`config.mk`:
```
export PLATFORM = sky130hd
export DESIGN_NAME = ptw_walker
export DESIGN_NICKNAME = d
export VERILOG_FILES = /design/src/rtl/ptw_walker.sv
export SDC_FILE = /design/constraint.sdc
export NUM_CORES = 1
export LEC_CHECK = 0
export ABC_AREA = 1
export BUFFER_PORTS_ARGS = -buffer_cell sky130_fd_sc_hd__buf_2
export CAP_MARGIN = 20
export CORE_MARGIN = 3
export CORE_UTILIZATION = 50
export CTS_CLUSTER_SIZE = 30
export DETAILED_ROUTE_END_ITERATION = 16
export GPL_ROUTABILITY_DRIVEN = 0
export GPL_TIMING_DRIVEN = 0
export MAX_ROUTING_LAYER = met4
export PLACE_DENSITY = 0.78
export SYNTH_ARGS = -nofsm -noshare
export SYNTH_HDL_FRONTEND = slang
export SYNTH_SLANG_ARGS = --single-unit
```
`constraint.sdc`:
```
create_clock -name clk -period 5 [get_ports clk]
set_input_delay 0.25 -clock clk [delete_from_list [all_inputs] [get_ports clk]]
set_output_delay 0.25 -clock clk [all_outputs]
set_load 0.05 [all_outputs]
```
`src/rtl/ptw_walker.sv`:
```
`timescale 1ns/1ps
module ptw_walker #(
  parameter int PA_W  = 36,
  parameter int CTX_W = 8,
  parameter int ROM_W = 19
) (
  input  logic              clk,
  input  logic              rst_n,
  input  logic              req_valid,
  output logic              req_ready,
  input  logic [31:0]       req_va,
  input  logic              req_write,
  input  logic              req_fetch,
  input  logic              req_super,
  input  logic              cfg_enable,
  input  logic              cfg_boot,
  input  logic              cfg_nofault,
  input  logic [31:0]       cfg_ctx_ptr,
  input  logic [CTX_W-1:0]  cfg_ctx,
  input  logic [PA_W-1:0]   cfg_rom_base,
  output logic              mem_req_valid,
  input  logic              mem_req_ready,
  output logic              mem_req_we,
  output logic [PA_W-1:0]   mem_req_addr,
  output logic [31:0]       mem_req_wdata,
  input  logic              mem_rsp_valid,
  input  logic [31:0]       mem_rsp_data,
  output logic              rsp_valid,
  output logic [PA_W-1:0]   rsp_pa,
  output logic [1:0]        rsp_size,
  output logic [2:0]        rsp_perm,
  output logic [9:0]        rsp_fault
);

  localparam logic [2:0] FT_INV  = 3'd1;
  localparam logic [2:0] FT_PROT = 3'd2;
  localparam logic [2:0] FT_PRIV = 3'd3;
  localparam logic [2:0] FT_KIND = 3'd4;
  localparam logic [2:0] P_RWX   = 3'b111;
  localparam logic [2:0] P_RX    = 3'b101;

  typedef enum logic [2:0] {S_IDLE, S_RD, S_WAIT, S_WB, S_DONE} st_t;
  st_t state;

  logic [31:0]     va_q, entry_q;
  logic            wr_q, fx_q, su_q, nf_q;
  logic [1:0]      lvl_q;
  logic [PA_W-1:0] addr_q, pa_q;
  logic [1:0]      size_q;
  logic [2:0]      perm_q;
  logic [9:0]      fault_q;

  logic [1:0]      kind;
  logic [2:0]      acc, base, need, grant;
  logic            user, priv, prot, suppress;
  logic [31:0]     upd;
  logic [7:0]      idx;
  logic [23:0]     offs;
  logic [PA_W-1:0] next_addr, leaf_pa;

  assign kind     = mem_rsp_data[1:0];
  assign acc      = mem_rsp_data[4:2];
  assign user     = ~su_q;
  assign need     = {~wr_q & ~fx_q, wr_q, fx_q};
  assign priv     = user & acc[2] & acc[1];
  assign prot     = |(need & ~base);
  assign suppress = nf_q & user;
  assign upd      = mem_rsp_data | 32'h20 | {25'd0, wr_q, 6'd0};
  assign grant    = base & {1'b1, upd[6], 1'b1};

  always_comb begin
    case (acc)
      3'd0:    base = 3'b100;
      3'd1:    base = 3'b110;
      3'd2:    base = 3'b101;
      3'd3:    base = 3'b111;
      3'd4:    base = 3'b001;
      3'd5:    base = user ? 3'b100 : 3'b110;
      3'd6:    base = user ? 3'b000 : 3'b101;
      default: base = user ? 3'b000 : 3'b111;
    endcase
  end

  always_comb begin
    case (lvl_q)
      2'd0:    idx = va_q[31:24];
      2'd1:    idx = {2'b00, va_q[23:18]};
      default: idx = {2'b00, va_q[17:12]};
    endcase
    case (lvl_q)
      2'd1:    offs = va_q[23:0];
      2'd2:    offs = {6'd0, va_q[17:0]};
      default: offs = {12'd0, va_q[11:0]};
    endcase
  end

  assign next_addr = PA_W'({mem_rsp_data[31:2], 6'd0}) + PA_W'({idx, 2'b00});
  assign leaf_pa   = PA_W'({mem_rsp_data[31:8], 12'd0}) + PA_W'(offs);

  always_ff @(posedge clk) begin
    if (!rst_n) begin
      state   <= S_IDLE;
      va_q    <= '0;
      entry_q <= '0;
      wr_q    <= 1'b0;
      fx_q    <= 1'b0;
      su_q    <= 1'b0;
      nf_q    <= 1'b0;
      lvl_q   <= '0;
      addr_q  <= '0;
      pa_q    <= '0;
      size_q  <= '0;
      perm_q  <= '0;
      fault_q <= '0;
    end else begin
      case (state)
        S_IDLE: if (req_valid) begin
          va_q    <= req_va;
          wr_q    <= req_write;
          fx_q    <= req_fetch;
          su_q    <= req_super;
          nf_q    <= cfg_nofault;
          lvl_q   <= '0;
          pa_q    <= '0;
          size_q  <= '0;
          perm_q  <= '0;
          fault_q <= '0;
          if (!cfg_enable) begin
            if (cfg_boot && req_fetch) begin
              pa_q   <= cfg_rom_base | PA_W'(req_va[ROM_W-1:0]);
              perm_q <= P_RX;
            end else begin
              pa_q   <= PA_W'(req_va);
              perm_q <= P_RWX;
            end
            state <= S_DONE;
          end else begin
            addr_q <= PA_W'({cfg_ctx_ptr, 4'd0}) + PA_W'({cfg_ctx, 2'b00});
            state  <= S_RD;
          end
        end
        S_RD: if (mem_req_ready) state <= S_WAIT;
        S_WAIT: if (mem_rsp_valid) begin
          state <= S_DONE;
          case (kind)
            2'd0: fault_q <= {lvl_q, 3'd0, FT_INV, 2'b00};
            2'd1: begin
              if (lvl_q == 2'd3) fault_q <= {lvl_q, 3'd0, FT_KIND, 2'b00};
              else begin
                addr_q <= next_addr;
                lvl_q  <= lvl_q + 2'd1;
                state  <= S_RD;
              end
            end
            2'd2: begin
              if (lvl_q == 2'd0) fault_q <= {lvl_q, 3'd0, FT_KIND, 2'b00};
              else if ((priv || prot) && !suppress)
                fault_q <= {lvl_q, 3'd0, priv ? FT_PRIV : FT_PROT, 2'b00};
              else begin
                pa_q    <= leaf_pa;
                size_q  <= 2'd3 - lvl_q;
                perm_q  <= grant;
                entry_q <= upd;
                if (upd != mem_rsp_data) state <= S_WB;
              end
            end
            default: fault_q <= {lvl_q, 3'd0, FT_KIND, 2'b00};
          endcase
        end
        S_WB: if (mem_req_ready) state <= S_DONE;
        default: state <= S_IDLE;
      endcase
    end
  end

  assign req_ready     = (state == S_IDLE);
  assign mem_req_valid = (state == S_RD) || (state == S_WB);
  assign mem_req_we    = (state == S_WB);
  assign mem_req_addr  = addr_q;
  assign mem_req_wdata = entry_q;
  assign rsp_valid     = (state == S_DONE);
  assign rsp_pa        = pa_q;
  assign rsp_size      = size_q;
  assign rsp_perm      = perm_q;
  assign rsp_fault     = fault_q;

endmodule

```
==> metrics.md, run 1 <==
| Metric | Value |
|---|---|
| Growth of design area from synthesis to finish | `23.7%` |
| Slew Viols, Final | `0` |
| Buffer levels on the longest clock path | `2` |
| Required time at the endpoint of the critical path | `around 5.3 ns` |
| Dominant register cell in the synthesized netlist | `dfxtp_1` |
| Internal Pwr Total | `roughly 2.6 mW` |
| Vias in the first global route | `between 10000 and 15000` |
| TritonCTS clock tree | `built` |
| Worst Setup End Kind | `register` |
| Setup Fix Bufs, Post-CTS | `0` |
| Setup TNS after final layout | `0 ns` |
| HPWL after detailed placement | `around 30000 µm` |
| Area occupied by multi-input gates | `approximately 5600 µm²` |
| Global Route met3 Usage | `around 7.0%` |
| CTS resizes | `0` |
| Dominant cell type by count on the critical path | `inv_1` |
| Area taken by flip-flops and latches | `between 3000 and 4000 µm²` |
| Sinks on the clock net | `153` |
| Leakage | `6.02 nW` |
| Share of synthesized flip-flops with an asynchronous set or reset | `0%` |
| Count of unresolved DRC violations after routing | `0` |
| Status | `completed` |
| Total congestion overflow after global routing | `0` |
| Iteration count of the initial detailed-routing pass | `6` |
| Tot GR Track Use | `between 30% and 40%` |
| Fraction of power consumed by combinational cells | `32.2%` |
| Post-Synth Adder-Cell Area | `4.40%` |
| Total of max-cap violations | `0` |
| Total via count after detailed routing | `roughly 12000` |
| Most frequent cells in the layout | `341 x nand2_1, 285 x buf_2, 174 x a21oi_1` |
| Final Power | `around 4.2 mW` |
| IO Pins | `between 200 and 300` |
| Tcrit/Tclk final | `between 70% and 80%` |
| Area fraction in and, or, nand and nor cells after synthesis | `between 30% and 40%` |
| Clock-pin slew on the worst setup and hold paths | `approximately 0.06 ns` |
| Die outline height | `~140 µm` |
| Initial core utilization | `approximately half` |
| Critical path's largest stage delay | `approximately 0.54 ns` |
| Number of instances in the synthesized netlist | `1497` |
| Antenna violations before repair | `0` |
| Clock period minus worst slack | `approximately 3.8 ns` |
| Total wire length after detailed routing | `slightly below 40000 µm` |
| Routed wire per std cell | `around 19 µm` |
| Count of final setup violators | `0` |
| Via density per instance | `between 5 and 6` |
| Commonest non-fill, non-tap cell in the layout | `nand2_1` |
| Total of flip-flops plus latches after synthesis | `153` |
| Synth unique cells | `45` |
| Total count of hold-check failures in the final report | `0` |
| Mean cell area of the mapped netlist | `6.42 µm²` |
| Setup repair after global routing missed its margin | `no` |
| Area of the core | `approximately 19000 µm²` |
| Slew margin rel. | `a little over two fifths` |
| Sw Pwr | `between 1.5 and 2 mW` |
| Met1 global-route usage | `between 40% and 50%` |
| Number of flops mapped to enable cells by yosys | `0` |
| Fraction of final layout cells sized beyond drive strength 1 | `a little under 20%` |
| Pin count of the biggest net entering global routing | `17` |
| Startpoint type of the worst setup path | `register` |
| Final layout net count | `roughly 2000` |
| Filler Cell Count | `approximately 1800` |
| Dominant combinational cell family by area after synthesis | `simple AND/OR/NAND/NOR gates` |
| Worst IR Drop VDD | `about 0.26 mV` |
| Clock buffers created by TritonCTS | `17` |
| Clock network fraction of design power | `around 34%` |
| Proportion of synthesized area in mux cells | `0%` |
| Share of total power consumed by net switching | `roughly two fifths` |
| Met2 track demand over resource in global routing | `between 50% and 60%` |
| Power density cells | `~350 nW/µm²` |
| Number of antenna-violating nets in the routed design | `0` |
| Post-route core utilization | `roughly 63%` |
| H-Tree Depth | `4` |
| Overall die area | `roughly 21000 µm²` |
| Arrival @ worst endpoint | `4.15 ns` |
| Most used routing layer in global routing | `met2` |
| First-pass GRT wire length | `roughly 57000 µm` |
| Synth warnings | `0` |
| Setup clock skew after layout | `0.00979 ns` |
| Clk Latency, worst-skew pair | `0.44 ns` |
| Root buffer cell | `clkbuf_16` |
| Die Wd | `roughly 140 µm` |
| Synth Area in Compound Gates | `21.8%` |
| Highest achievable clock rate | `between 200 and 300 MHz` |
| Dominant cells by area after synthesis | `dfxtp_1 32%, nand2_1 13%, a21oi_1 9.1%, o21ai_0 6.9%, nand3_1 6.6%` |
| IO buf count | `263` |
| Most area-hungry cell type in the Yosys netlist | `dfxtp_1` |
| Cell-by-cell listing of the critical path | `inv_1 -> ha_1 -> clkbuf_1 -> or2_2 -> clkbuf_1 -> o221ai_1 -> ha_1 -> fa_1 -> inv_1 -> o21ai_0 -> nand2_1 -> inv_1 -> nand2_1 -> xor2_1 -> a21oi_1 -> a21oi_1` |
| Cell row count | `50` |
| Summed instance area of the synthesized netlist | `slightly below 10000 µm²` |
| XOR/XNOR Fraction of Synth Area | `1.82%` |
| Critical path fanouts, max | `8` |
| Cell type of the slowest stage on the worst timing path | `o21ai_0` |
| DRC marker count from the first detailed-route iteration | `between 1000 and 1500` |
| Sequential cell area fraction in the yosys report | `between 30% and 40%` |
| Synth top area share | `about a third` |
| Portion of total power attributed to sequential cells | `between 30 and 40%` |
| Class of the worst hold path | `in -> reg` |
| CP Class | `reg -> reg` |
| Transition time of the tightest slew-check pin | `0.852 ns` |
| Hold-fix buffers at CTS | `0` |
## synthesized netlist by cell type, types with 2 or more instances
| cell | count |
|---|---|
| o221ai_1 | 6 |
| nor3_2 | 2 |
| dfxtp_1 | 153 |
| o22ai_1 | 3 |
| ha_1 | 29 |
| nand3_2 | 2 |
| o211ai_1 | 5 |
| nand3_1 | 126 |
| buf_6 | 5 |
| a31oi_1 | 12 |
| or2_2 | 5 |
| nand2_1 | 341 |
| nand2_4 | 3 |
| a21oi_1 | 174 |
| a211oi_1 | 2 |
| nand4_1 | 19 |
| and3_1 | 2 |
| o21ai_0 | 132 |
| o21ai_2 | 2 |
| fa_1 | 3 |
| o21ai_1 | 16 |
| buf_1 | 4 |
| clkbuf_1 | 33 |
| nand3b_1 | 3 |
| xor2_1 | 18 |
| a22oi_1 | 18 |
| nor3_1 | 31 |
| xnor2_1 | 2 |
| nand2_2 | 4 |
| a21o_1 | 8 |
| buf_4 | 11 |
| inv_1 | 149 |
| buf_2 | 22 |
| nor2_1 | 136 |
| inv_2 | 4 |
| a22o_1 | 3 |
## state kept, by name (all words and copies together) (netlist names), 2 cells and up
name	flops
lvl_q	2
mem_req_addr	34
mem_req_wdata	32
rsp_fault	5
rsp_pa	36
rsp_perm	3
rsp_size	2
state	3
va_q	32
## through the flow
stage               setup WS, ns  std cells  hold WS [ns]  area [µm²]
floorplan                   2.15       1503         0.385        9630
global placement            1.33       2000         0.435       11200
detailed placement          1.30       2000         0.444       11200
CTS                         1.27       2032        0.0840       11900
global route               0.916       2032         0.100       11900
finish                      1.16       2035        0.0860       11900
## layer usage
metal  part of all wire, %  vias to the layer above  routed length [µm]
li1                      -                     5577                   -
met1                    38                     5308               14500
met2                    44                      788               16900
met3                    10                      200                3970
met4                   7.9                        0                3050
met5                     0                        -                   0
## final cells by class
class / count / area share, %
diodes: 3 / 0.0632
plain buffers: 75 / 3.27
flip-flops and latches: 153 / 25.8
clock inverters: 13 / 1.60
clock buffers: 19 / 3.73
inverters: 153 / 4.84
multi-input cells: 1122 / 47.2
well taps: 234 / 2.46
repair buffers: 263 / 11.1
## path summary, 6_finish.rpt
check | startpoint | end | slack [ns] | cells past startpoint
setup / recovery | lvl_q[1]$_SDFFE_PN0P_ | mem_req_addr[30]$_SDFFE_PN0P_ | 1.16 | 16
hold / removal | mem_req_ready | state[0]$_SDFFE_PN0P_ | 0.09 | 4
setup reg to reg | lvl_q[1]$_SDFFE_PN0P_ | mem_req_addr[30]$_SDFFE_PN0P_ | 1.16 | 16
hold reg to reg | va_q[11]$_SDFFE_PN0P_ | va_q[11]$_SDFFE_PN0P_ | 0.45 | 2
## critical path, delay by kind of cell (launching register included)
| family | cells | cell delay (ns) |
|---|---|---|
| adder cells (fa/ha/maj) | 3 | 0.79 |
| AND/OR/NAND/NOR | 3 | 0.67 |
| buffers and inverters | 5 | 0.67 |
| XOR/XNOR | 1 | 0.16 |
| AO/OA/AOI/OAI | 4 | 1.04 |
| flip-flops | 1 | 0.40 |
## power by group through the flow
stage | Sequential, mW | Combinational (mW) | Clock (mW)
6_report | 1.42 | 1.35 | 1.41
5_1_grt | 1.43 | 1.44 | 1.46
4_1_cts | 1.42 | 1.32 | 1.40
3_5_place_dp | 1.44 | 1.31 | 0
3_3_place_gp | 1.44 | 1.30 | 0
2_1_floorplan | 1.75 | 0.582 | 0
## cell families after synthesis
family / count (synthesis)
AOI/OAI and AO/OA: 386
buffers and inverters: 228
adders and majority gates: 32
DFF: 153
xor gates and xnor gates: 20
and+or+nand+nor: 677
other: 1
Power figures use the tool's default switching activity.
==> run 2, diff against run 1 <==
==> constraint.sdc (replaced) <==
create_clock -name clk -period 3.6 [get_ports clk]
set_input_delay 0.18 -clock clk [delete_from_list [all_inputs] [get_ports clk]]
set_output_delay 0.18 -clock clk [all_outputs]
set_load 0.05 [all_outputs]
==> metrics.md, run 2 (synthesis gave the netlist of run 1 again) <==
| Metric | Value |
|---|---|
| Via density per instance | `5.82 (-0.19%)` |
| Arrival @ worst endpoint | `3.71 ns (-0.44 ns)` |
| Slew margin rel. | `40.6% (-2.6 points)` |
| Placed Instances | `2000 (unchanged)` |
| Worst reg-to-reg setup slack | `0.20 ns (-0.96 ns)` |
| Clock-pin slew on the worst setup and hold paths | `0.06 ns (about the same)` |
| Cell Area, Placed | `11200 µm² (unchanged)` |
| Setup TNS after final layout | `0 ns (unchanged)` |
| Fraction of final layout cells sized beyond drive strength 1 | `20.0% (+0.17 points)` |
| Launching instance or port of the critical path | `lvl_q[1]$_SDFFE_PN0P_` |
| Clock period minus worst slack | `3.40 ns (-0.436 ns)` |
| Growth of design area from synthesis to finish | `23.8%` |
| Iteration count of the initial detailed-routing pass | `10 (+4)` |
| Vias in the first global route | `10838 (unchanged)` |
| Total via count after detailed routing | `11851 (-0.19%)` |
| Power density cells | `488 nW/µm² (+39%)` |
| First-pass GRT wire length | `57000 µm (unchanged)` |
| Slew Viols, Final | `0 (unchanged)` |
| Crit path capture | `mem_req_addr[30]$_SDFFE_PN0P_` |
| Clock buffers created by TritonCTS | `17 (unchanged)` |
| Total congestion overflow after global routing | `0 (unchanged)` |
| Critical path fanouts, max | `8 (unchanged)` |
| IO Pins | `274 (unchanged)` |
| Total wire length after detailed routing | `38300 µm (-0.19%)` |
| Die Wd | `145 µm (unchanged)` |
| Initial core utilization | `51.2% (unchanged)` |
| DRC marker count from the first detailed-route iteration | `1239 (-1.4%)` |
| Required time at the endpoint of the critical path | `3.91 ns (-1.41 ns)` |
| Startpoint type of the worst setup path | `register` |
| Class of the worst hold path | `in -> reg` |
| Final Power | `5.81 mW (+39%)` |
| Antenna violations before repair | `0 (unchanged)` |
| Highest achievable clock rate | `294 MHz (+13%)` |
| Status | `completed` |
| Overall die area | `20900 µm² (unchanged)` |
| H-Tree Depth | `4 (unchanged)` |
| Final layout net count | `1968 (unchanged)` |
| Count of unresolved DRC violations after routing | `0 (unchanged)` |
| Total count of hold-check failures in the final report | `0 (unchanged)` |
| Buffer levels on the longest clock path | `2 (unchanged)` |
| Max reg flops | `36 (unchanged)` |
| Number of antenna-violating nets in the routed design | `0 (unchanged)` |
| Sinks on the clock net | `153 (unchanged)` |
| Worst IR Drop VDD | `0.363 mV (+38%)` |
| Setup clock skew after layout | `0.0100 ns (+0.000240 ns)` |
| IO buf count | `263 (unchanged)` |
| Hold-fix buffers at CTS | `0 (unchanged)` |
| CP Class | `reg -> reg` |
| Number of standard cells in the final layout excluding fillers | `2035 (unchanged)` |
| Leakage | `6.02 nW (about the same)` |
| TritonCTS clock tree | `built` |
| Routed wire per std cell | `18.8 µm (-0.19%)` |
| Die outline height | `145 µm (unchanged)` |
| FF-to-FF path depth | `16 (unchanged)` |
| Total of max-cap violations | `0 (unchanged)` |
| Pin count of the biggest net entering global routing | `17 (unchanged)` |
| Count of final setup violators | `0 (unchanged)` |
| Tcrit/Tclk final | `94.4% (+18 points)` |
| Clk Latency, worst-skew pair | `0.44 ns (about the same)` |
| Root buffer cell | `clkbuf_16` |
| Reg2Reg Capture Point | `mem_req_addr[30]$_SDFFE_PN0P_` |
| Area of the core | `18800 µm² (unchanged)` |
| Worst Setup End Kind | `register` |
| HPWL after detailed placement | `29900 µm (unchanged)` |
| Post-route core utilization | `63.4% (+0.087 points)` |
| Post-Layout Inst Area | `11900 µm² (+0.14%)` |
| Commonest non-fill, non-tap cell in the layout | `nand2_1` |
| Setup repair after global routing missed its margin | `no` |
| Transition time of the tightest slew-check pin | `0.890 ns (+0.0385 ns)` |
| Cell row count | `50 (unchanged)` |
| Reg2reg start | `lvl_q[1]$_SDFFE_PN0P_` |
| Most frequent cells in the layout | `341 x nand2_1, 285 x buf_2, 174 x a21oi_1` |
| Tot GR Track Use | `36.6% (unchanged)` |
==> run 2: worst max-delay path, cell delays in order (launching register included) <==
cell	delay [ns]
dfxtp_1	0.40
inv_1	0.12
ha_1	0.19
clkbuf_1	0.20
or2_2	0.32
clkbuf_1	0.16
o221ai_1	0.20
ha_2	0.27
fa_2	0.27
inv_1	0.09
o21ai_4	0.22
nand2_1	0.17
inv_1	0.10
nand2_1	0.08
xor2_1	0.16
a21oi_1	0.22
a21oi_1	0.09
==> run 2: layout make-up <==
| class | count | area (µm²) |
|---|---|---|
| Timing Repair Buffer | 263 | 1320 |
| Inverter | 153 | 574 |
| Antenna cell | 3 | 7.51 |
| Multi-Input combinational cell | 1122 | 5620 |
| Fill cell | 1776 | 6870 |
| Buffer | 75 | 388 |
| Clock inverter | 13 | 190 |
| Tap cell | 234 | 293 |
| Clock buffer | 19 | 443 |
| Sequential cell | 153 | 3060 |
==> run 2: how the worst min path moves through the flow <==
stage / start / to / cells after the start
after global routing: req_va[7] / va_q[7]$_SDFFE_PN0P_ / 3
after CTS: mem_req_ready / state[0]$_SDFFE_PN0P_ / 4
after global placement: va_q[3]$_SDFFE_PN0P_ / va_q[3]$_SDFFE_PN0P_ / 2
after floorplan: mem_rsp_data[2] / mem_req_wdata[2]$_SDFFE_PN0P_ / 2
final: mem_req_ready / state[0]$_SDFFE_PN0P_ / 4
after detailed placement: va_q[11]$_SDFFE_PN0P_ / va_q[11]$_SDFFE_PN0P_ / 2
==> run 2: repair_timing <==
| item | in CTS | in global routing |
|---|---|---|
| endpoints found under the setup margin | 4 | 5 |
| resized for setup | 1 | 4 |
| pin swaps | 0 | 1 |
| buffers inserted | 0 | 0 |
==> run 2: per-stage QoR <==
stage | hold slack, ns | setup WS, ns
after global placement | 0.435 | -0.0678
final | 0.0176 | 0.201
after floorplan | 0.315 | 0.748
after CTS | 0.0140 | 0.0792
after global routing | 0.0300 | 0.00138
after detailed placement | 0.444 | -0.0954
==> run 2: power by group <==
group          internal (mW)  leakage [nW]  switching [mW]
combinational          0.490          4.45            1.39
sequential              1.88          1.25          0.0995
clock                   1.19         0.314           0.767
==> run 2: layer usage <==
metal	track usage [%]	part of all wire, %	vias to the layer above
met5	-	0	-
met4	25.7	7.8	0
met3	6.98	11	182
met2	55.0	44	768
met1	44.1	38	5319
li1	-	-	5582
